## src/rtl/scl_clkgen_pkg.sv

```systemverilog
package scl_clkgen_pkg;

    localparam int DIV_W     = 2;   // prescaler field width
    localparam int BASE_CYC  = 20;  // fixed part of every period
    localparam int STEP_SHL  = 3;   // each step adds 8 ticks

    typedef enum logic [1:0] {
        PH_IDLE = 2'd0,
        PH_LOW  = 2'd1,
        PH_HIGH = 2'd2
    } scl_phase_e;

endpackage

```

## src/rtl/scl_prescaler.sv

```systemverilog
module scl_prescaler
    import scl_clkgen_pkg::*;
#(
    parameter int PDIV_W = DIV_W
) (
    input  logic              clk_i,
    input  logic              rst_ni,
    input  logic              clr_i,
    input  logic              run_i,
    input  logic [PDIV_W-1:0] div_i,
    output logic              tick_o
);

    typedef struct packed {
        logic [PDIV_W-1:0] cnt;
    } pre_st_t;

    pre_st_t st_d, st_q;
    logic    wrap;

    assign wrap   = (st_q.cnt == div_i);
    assign tick_o = run_i && !clr_i && wrap;

    always_comb begin
        st_d = st_q;
        if (clr_i) begin
            st_d.cnt = '0;
        end else if (run_i) begin
            st_d.cnt = wrap ? '0 : st_q.cnt + PDIV_W'(1);
        end
    end

    always_ff @(posedge clk_i or negedge rst_ni) begin
        if (!rst_ni) begin
            st_q <= '0;
        end else begin
            st_q <= st_d;
        end
    end

endmodule

```

## src/rtl/scl_phase_timer.sv

```systemverilog
module scl_phase_timer
    import scl_clkgen_pkg::*;
#(
    parameter int CNT_W = 10
) (
    input  logic             clk_i,
    input  logic             rst_ni,
    input  logic             run_i,
    input  logic             tick_i,
    input  logic [CNT_W-1:0] low_len_i,
    input  logic [CNT_W-1:0] high_len_i,
    output scl_phase_e       phase_o,
    output logic             fall_o,
    output logic             rise_o,
    output logic             boundary_o
);

    typedef struct packed {
        scl_phase_e       phase;
        logic [CNT_W-1:0] cnt;
        logic             fall;
        logic             rise;
    } tmr_st_t;

    tmr_st_t st_d, st_q;
    logic    low_last, high_last;

    assign low_last  = (st_q.cnt == low_len_i  - CNT_W'(1));
    assign high_last = (st_q.cnt == high_len_i - CNT_W'(1));

    always_comb begin
        st_d       = st_q;
        st_d.fall  = 1'b0;
        st_d.rise  = 1'b0;
        boundary_o = 1'b0;
        unique case (st_q.phase)
            PH_IDLE: begin
                if (run_i) begin
                    st_d.phase = PH_LOW;
                    st_d.cnt   = '0;
                    st_d.fall  = 1'b1;
                    boundary_o = 1'b1;
                end
            end
            PH_LOW: begin
                if (!run_i) begin
                    st_d.phase = PH_IDLE;
                    st_d.cnt   = '0;
                end else if (tick_i) begin
                    if (low_last) begin
                        st_d.phase = PH_HIGH;
                        st_d.cnt   = '0;
                        st_d.rise  = 1'b1;
                    end else begin
                        st_d.cnt = st_q.cnt + CNT_W'(1);
                    end
                end
            end
            PH_HIGH: begin
                if (!run_i) begin
                    st_d.phase = PH_IDLE;
                    st_d.cnt   = '0;
                end else if (tick_i) begin
                    if (high_last) begin
                        st_d.phase = PH_LOW;
                        st_d.cnt   = '0;
                        st_d.fall  = 1'b1;
                        boundary_o = 1'b1;
                    end else begin
                        st_d.cnt = st_q.cnt + CNT_W'(1);
                    end
                end
            end
            default: begin
                st_d.phase = PH_IDLE;
                st_d.cnt   = '0;
            end
        endcase
    end

    always_ff @(posedge clk_i or negedge rst_ni) begin
        if (!rst_ni) begin
            st_q <= '{phase: PH_IDLE, cnt: '0, fall: 1'b0, rise: 1'b0};
        end else begin
            st_q <= st_d;
        end
    end

    assign phase_o = st_q.phase;
    assign fall_o  = st_q.fall;
    assign rise_o  = st_q.rise;

endmodule

```

## src/rtl/scl_clkgen.sv

```systemverilog
module scl_clkgen
    import scl_clkgen_pkg::*;
#(
    parameter int STEP_W   = 6,
    parameter int RISE_CYC = 6
) (
    input  logic              clk_i,
    input  logic              rst_ni,
    input  logic              run_i,
    input  logic [STEP_W+1:0] clk_cfg_i,
    input  logic              scl_sense_i,
    output logic              scl_low_en_o,
    output logic              scl_high_en_o,
    output logic              fall_tick_o,
    output logic              rise_tick_o
);

    localparam int CFG_W   = STEP_W + DIV_W;
    localparam int MAX_PER = BASE_CYC + (((1 << STEP_W) - 1) << STEP_SHL) + RISE_CYC;
    localparam int CNT_W   = $clog2(MAX_PER + 1);

    typedef struct packed {
        logic [CFG_W-1:0] cfg;
    } top_st_t;

    top_st_t          st_d, st_q;
    logic [CFG_W-1:0] cfg_act;
    logic [DIV_W-1:0] div;
    logic [STEP_W-1:0] step;
    logic [CNT_W-1:0] period, low_len, high_len;
    scl_phase_e       phase;
    logic             ick, boundary, pre_clr, pre_run;

    assign cfg_act = st_q.cfg;
    assign div     = cfg_act[DIV_W-1:0];
    assign step    = cfg_act[CFG_W-1:DIV_W];

    // period in internal ticks; low half takes the odd tick
    assign period   = CNT_W'(BASE_CYC) + (CNT_W'(step) << STEP_SHL) + CNT_W'(RISE_CYC);
    assign high_len = period >> 1;
    assign low_len  = period - high_len;

    // high phase pauses while the line is still held low
    assign pre_clr = (phase == PH_IDLE);
    assign pre_run = (phase == PH_LOW) || ((phase == PH_HIGH) && scl_sense_i);

    scl_prescaler #(
        .PDIV_W (DIV_W)
    ) u_pre (
        .clk_i  (clk_i),
        .rst_ni (rst_ni),
        .clr_i  (pre_clr),
        .run_i  (pre_run),
        .div_i  (div),
        .tick_o (ick)
    );

    scl_phase_timer #(
        .CNT_W (CNT_W)
    ) u_tmr (
        .clk_i      (clk_i),
        .rst_ni     (rst_ni),
        .run_i      (run_i),
        .tick_i     (ick),
        .low_len_i  (low_len),
        .high_len_i (high_len),
        .phase_o    (phase),
        .fall_o     (fall_tick_o),
        .rise_o     (rise_tick_o),
        .boundary_o (boundary)
    );

    // configuration word is sampled only as a period opens
    always_comb begin
        st_d = st_q;
        if (boundary) begin
            st_d.cfg = clk_cfg_i;
        end
    end

    always_ff @(posedge clk_i or negedge rst_ni) begin
        if (!rst_ni) begin
            st_q <= '0;
        end else begin
            st_q <= st_d;
        end
    end

    assign scl_low_en_o  = (phase == PH_LOW);
    assign scl_high_en_o = (phase == PH_HIGH);

endmodule

```

## config.mk

```make
export PLATFORM = sky130hd
export DESIGN_NAME = scl_clkgen
export DESIGN_NICKNAME = d
export VERILOG_FILES = /design/src/rtl/scl_clkgen_pkg.sv /design/src/rtl/scl_prescaler.sv /design/src/rtl/scl_phase_timer.sv /design/src/rtl/scl_clkgen.sv
export SDC_FILE = /design/constraint.sdc
export NUM_CORES = 1
export LEC_CHECK = 0
export ABC_AREA = 1
export ABC_CLOCK_PERIOD_IN_PS = 4700
export BUFFER_PORTS_ARGS = -buffer_cell sky130_fd_sc_hd__buf_4
export CAP_MARGIN = 20
export CELL_PAD_IN_SITES_DETAIL_PLACEMENT = 0
export CELL_PAD_IN_SITES_GLOBAL_PLACEMENT = 1
export CORE_ASPECT_RATIO = 0.5
export CORE_MARGIN = 1.5
export CORE_UTILIZATION = 44
export CTS_CLUSTER_SIZE = 30
export DETAILED_ROUTE_END_ITERATION = 6
export HOLD_SLACK_MARGIN = 0.05
export PLACE_DENSITY = 0.84
export SYNTH_ARGS = -nofsm -noshare
export SYNTH_HDL_FRONTEND = slang
export SYNTH_HIERARCHICAL = 1
export SYNTH_SLANG_ARGS = --single-unit
```

## constraint.sdc

```tcl
create_clock -name clk_i -period 4.7 [get_ports clk_i]
set_clock_uncertainty 0.05 [all_clocks]
set_input_delay 0.47 -clock clk_i [delete_from_list [all_inputs] [get_ports clk_i]]
set_output_delay 0.47 -clock clk_i [all_outputs]
set_load 0.01 [all_outputs]
```

======== Word level (Yosys, flattened, before mapping) ========
Cells that the tools add are included.
storage, ports and cells
  flip-flop bits (word level) ............. 24
  bits in latches ......................... 0
  bits in writable memories ............... 0
  ROM bits ................................ 0
  bits of input ports ..................... 12
  output and inout port bits .............. 4
  word-level logic and storage cells ...... 56
  memories kept ........................... 0
operators by class
  add/sub/neg operators ................... 7
  multiply operators ...................... 0
  divide/modulo/power cells ............... 0
  $lt $le $gt $ge ......................... 0
  equality and inequality tests ........... 10
  shift operators ......................... 0
  muxes and demuxes ....................... 24
  bitwise operators ....................... 0
  reduce and logical (&&, ||, !) cells .... 9
operators with widths
  kind                     number
  $mux W12                 3
  $pmux W12 S3             1
  $mux W13                 2
  $eq A10 B10 Y1           2
  $mux W10                 2
  $ne A3 B2 Y1 const B     4
  $add A10 B1 Y10 const B  1
  $add A10 B3 Y10 const B  1
  $add A5 B9 Y10 const A   1
  $mux W2                  5
  $sub A10 B1 Y10 const B  1
  $sub A10 B9 Y10          1
  $sub A9 B1 Y10 const B   1
  $mux W1                  9
  $reduce_and A5 Y1        1
  $pmux W1 S2              2
  $logic_and A1 B1 Y1      3
  $reduce_and A3 Y1        1
  $add A2 B1 Y2 const B    1
  $eq A2 B1 Y1 const B     1
  $eq A2 B2 Y1             1
  $eq A2 B2 Y1 const B     1
  $logic_not A2 Y1         1
  $ne A2 B2 Y1 const B     1
  other kinds (3)          3

======== Depth between registers and ports, before layout ========
  depth in word-level cells ............... 9
  gate-level depth with buffers ........... 29
  depth with buffers taken out ............ 28

======== Hierarchy ========
The synthesis kept the hierarchy.
modules (own cells, without submodules)
  module           times used  cells an instance  area an instance (µm²)  seq. area each (µm²)
  scl_phase_timer  1           257                1557.7                  350.3
  scl_clkgen       1           116                830.8                   200.2
  scl_prescaler    1           28                 160.2                   50.0

======== Worst setup path before layout ========
OpenSTA, ideal clock, no wires.
  path kind ............................... register to register
  start ................................... register st_q, in the netlist cfg_act[2]
  end ..................................... register st_q, in the netlist cfg_act[3]
  library setup time ...................... 135 ps
  arrival ................................. 3400 ps
  required time ........................... 4515 ps
  setup slack ............................. 1115 ps
  stages on the path, launching flop included .. 25
  path buffers ............................ 1
  period minus slack after synthesis ...... 3585 ps
  cells stage by stage .................... dfrtp_1 > inv_2 > ha_1 > xnor2_4 > inv_2 > ha_1 > nand2_1 > inv_1 > a21oi_1 > nor2_1 > nand3_1 > nand2_2 > xnor2_1 > inv_1 > o21ai_2 > nand3_1 > nand2_1 > nand2_1 > nor2_1 > nand2_1 > nand2_2 > nand3_2 > nor2_1 > clkbuf_1 > o21ai_0
between the ends
  cells in the longest elaborated chain, start to end .. 8
ends and longest elaborated chain
  element                   line                   text
  start: declaration        scl_clkgen.sv:26       top_st_t st_d, st_q;
  start signal: assignment  scl_clkgen.sv:85       st_q <= st_d;
  $add A5 B9 Y10            scl_clkgen.sv:39       assign period = CNT_W'(BASE_CYC) + (CNT_W'(step) << STEP_SHL) + CNT_W'(RISE_CYC);
  $add A10 B3 Y10           scl_clkgen.sv:39
  net period[5]             scl_clkgen.sv:30       logic [CNT_W-1:0] period, low_len, high_len;
  $sub A9 B1 Y10            scl_phase_timer.sv:29  assign high_last = (st_q.cnt == high_len_i - CNT_W'(1));
  $eq A10 B10 Y1            scl_phase_timer.sv:29
  $mux W1                   scl_phase_timer.sv:64  if (high_last) begin
  $mux W1                   scl_phase_timer.sv:63  end else if (tick_i) begin
  $mux W1                   scl_phase_timer.sv:60  if (!run_i) begin
  $pmux W1 S2               scl_phase_timer.sv:36  unique case (st_q.phase)
  net boundary              scl_clkgen.sv:32       logic ick, boundary, pre_clr, pre_run;
The timed path passes the listed nets, and every way through them passes these cells.
A chain may end at the register's enable or synchronous reset.

======== Worst setup path after layout ========
  start ................................... register st_q, in the netlist cfg_act[2]
  end ..................................... register st_q, in the netlist cfg_act[0]
The elaborated chain is that of the path after synthesis.

==> out/results.txt <==
Number of CTS-inserted buffers -> 3
Yosys reg bits -> 24
Gpl congestion -> 0.891
Compound-Gate Fraction of Synth Area -> 0.0756
Starting Density -> 0.460
Final setup viols -> 0
Most frequent CP cell -> nand2_1
Number of DRC markers in iteration 0 -> 155
Worst setup EP type -> flop
CORE AREA -> 5540 um2
Clock buffer depth -> 2
Crit path cell chain -> inv_2 -> ha_1 -> xnor2_4 -> inv_2 -> ha_1 -> nand2_1 -> inv_1 -> a21oi_1 -> nor2_1 -> nand3_1 -> nand2_2 -> xnor2_1 -> inv_1 -> o21ai_2 -> nand3_1 -> nand2_1 -> nand2_1 -> nor2_1 -> nand2_1 -> nand2_2 -> nand3_2 -> nor2_1 -> buf_4 -> mux2_2
Syn Std Cell Area -> 2550 um2
Share of cells above drive strength 1 -> 0.181
Die width -> 111 um
Cell variety after synth -> 34
Max Clock Freq -> 251 MHz
Routed Wire Length -> 5.63 mm
Clock Latency Late Sink -> 0.26 ns
Pin count of the biggest net entering global routing -> 25
Slowest CP cell -> dfrtp_1
Critical setup path kind -> flop to flop
Cell taking the most area after synthesis -> dfrtp_1
Max cap viols -> 0
First-pass GRT wire length -> 9.87 mm
Worst path arrival time -> 4.09 ns
Ports -> 16
WP data required -> 4.80 ns
Time the worst path needs with I/O delays and setup -> 3.99 ns
Port-buffer cells -> 15
Critical Path Fanout Max -> 15
Nets@finish -> 442
Top post-synthesis cells by area -> dfrtp_1 24%, nand2_1 18%, inv_1 8.2%
Cell with the most instances after synthesis -> nand2_1
Number of vias per cell -> 4.80
# resized after CTS -> 0
Placement Cell Area -> 2730 um2
Global route total overflow -> 0
Diodes inserted -> 0
Synth Flop Type -> dfrtp_1
Max H-tree Level -> 1
Startpoint Class -> flop
Status -> finished, final reports clean
Synth Area in XOR/XNOR -> 0.0795
Number of flops mapped to enable cells by yosys -> 0
YS warnings -> 6
Hpwl dp -> 4.59 mm
ANT nets after route -> 0
Total Neg Setup Slack -> 0 ns
Setup Fix Bufs, Post-CTS -> 0
Sequential cell area -> 601 um2
Final Hold Viols -> 0
Vias after detailed routing -> 2363
Hold-fix buffers, CTS -> 0
Gate Count Post-Synth -> 401
Clock Sinks -> 24
Post-synth top area share -> 0.236
WL/cell -> 11.5 um
Critical path's top delay family -> simple AND/OR/NAND/NOR gates
FFs w/ async S/R, synth -> 1.00
DRC viols -> 0
Synth Area in Simple Gates -> 0.426
Synth Area in Adders -> 0.0491
Crit path largest cell delay -> 0.42 ns
RSZ-0062 raised after global routing -> false
Mux contribution to synthesized area -> 0.00884
Buf/Inv on CP -> 5
Clock root buffer -> clkbuf_16
Final Max Slew Viols -> 0
Design area -> 2830 um2
Die Y-Extent -> 56.8 um
Average size of a mapped cell -> 6.36 um2
Hold Path Class -> input port to asynchronous set/reset pin
Syn-to-layout area delta -> 11.0%
CTS tree -> built
Initial antenna violation count -> 0
Final Cycle Share -> 0.849
Die area -> 6290 um2
Vias in the first global route -> 2218
Cell Rows -> 19
Fill count -> 570
Most instantiated cells after synthesis -> 120 x nand2_1, 56 x inv_1, 37 x nand3_1, 36 x nor2_1, 24 x dfrtp_1
Clock transition at path regs -> 0.07 ns
Total GRT Usage -> 0.193
Area of the multi-input gates -> 1670 um2
Post-synthesis sequential area ratio -> 0.236
DRT Pass-1 Iters -> 5
Combinational family with the most area after synthesis -> simple AND/OR/NAND/NOR gates
[routing by layer]
layer | routed length, um | vias up | global-route usage | part of all wire
li1 | - | 1262 | - | -
met1 | 2990 | 1061 | 0.274 | 0.53
met2 | 2430 | 38 | 0.320 | 0.43
met3 | 196 | 2 | 0.0248 | 0.035
met4 | 14 | 0 | 0.0366 | 0.0025
met5 | 0 | - | 0 | 0
[state kept, by name, indices dropped and copies added (netlist names)]
register       cells
u_tmr/rise_o       1
u_pre/st_q         2
cfg_act            8
u_tmr/phase_o      2
u_tmr/st_q        10
u_tmr/fall_o       1
[worst register-to-register path: cells and delay by family (launching register included)]
kind            cells  cell delay [ns]
simple gates       12             1.03
buf+inv             5             0.66
fa+ha+maj           2             0.65
xor+xnor            2             0.44
flops               1             0.42
mux                 1             0.34
compound gates      2             0.28
[cells in the final DEF (no fill, tap or decap), types with 2 or more instances in the layout]
cell | netlist | routed
nor3_1 | 2 | 2
inv_2 | 10 | 10
a21oi_1 | 7 | 7
nand2_1 | 120 | 120
buf_4 | 4 | 16
o21ai_0 | 12 | 12
nand2_2 | 11 | 11
xor2_1 | 17 | 17
ha_1 | 10 | 10
nor2_2 | 10 | 10
or2_2 | 2 | 2
mux2_2 | 2 | 2
o21ai_1 | 2 | 2
nand3_1 | 37 | 37
nand3_2 | 4 | 4
conb_1 | 2 | 10
nand4_1 | 4 | 4
clkbuf_16 | 0 | 3
nand2_4 | 4 | 4
dfrtp_1 | 24 | 24
nor2_1 | 36 | 36
xnor2_1 | 3 | 3
inv_1 | 56 | 56
o21ai_2 | 9 | 9
[cell families after synthesis]
family                   count (synthesis)
AO/OA/AOI/OAI                           31
flip-flops                              24
buffers and inverters                   76
multiplexers                             2
adder cells (fa/ha/maj)                 10
other                                    2
XOR/XNOR                                21
AND/OR/NAND/NOR                        235
[final cells by class]
type / instances / share of cell area
flip-flops and latches: 24 / 0.212
repair buffers: 16 / 0.0424
clock inverters: 1 / 0.0106
clock buffers: 3 / 0.0265
well taps: 73 / 0.0323
multi-input cells: 309 / 0.588
inverters: 66 / 0.0875
[stage by stage]
step / setup WS [ns] / cells / utilization / hold WS, ns
after floorplan: 1.12 / 409 / - / 0.124
after global placement: 0.863 / 488 / 0.492 / 0.343
after detailed placement: 0.729 / 488 / 0.492 / 0.345
after CTS: 0.693 / 492 / 0.511 / 0.0615
after global routing: 0.362 / 492 / 0.511 / 0.0717
final: 0.708 / 492 / 0.511 / 0.0477
[worst paths after layout]
| check | startpoint | to | slack, ns | cells past startpoint |
|---|---|---|---|---|
| setup / recovery | cfg_act[2]$_DFFE_PN0P_ | cfg_act[0]$_DFFE_PN0P_ | 0.71 | 24 |
| max in group asynchronous | rst_ni | cfg_act[2]$_DFFE_PN0P_ | 4.30 | 1 |
| setup reg to reg | cfg_act[2]$_DFFE_PN0P_ | cfg_act[0]$_DFFE_PN0P_ | 0.71 | 24 |
| hold / removal | rst_ni | cfg_act[1]$_DFFE_PN0P_ | 0.05 | 1 |
| hold reg to reg | cfg_act[0]$_DFFE_PN0P_ | cfg_act[0]$_DFFE_PN0P_ | 0.49 | 1 |
| min in group clk_i | clk_cfg_i[5] | cfg_act[5]$_DFFE_PN0P_ | 0.36 | 3 |
Power is left out: the tool's default activity adds up to more than one toggle a clock period on the data nets, which glitch-free logic cannot reach.
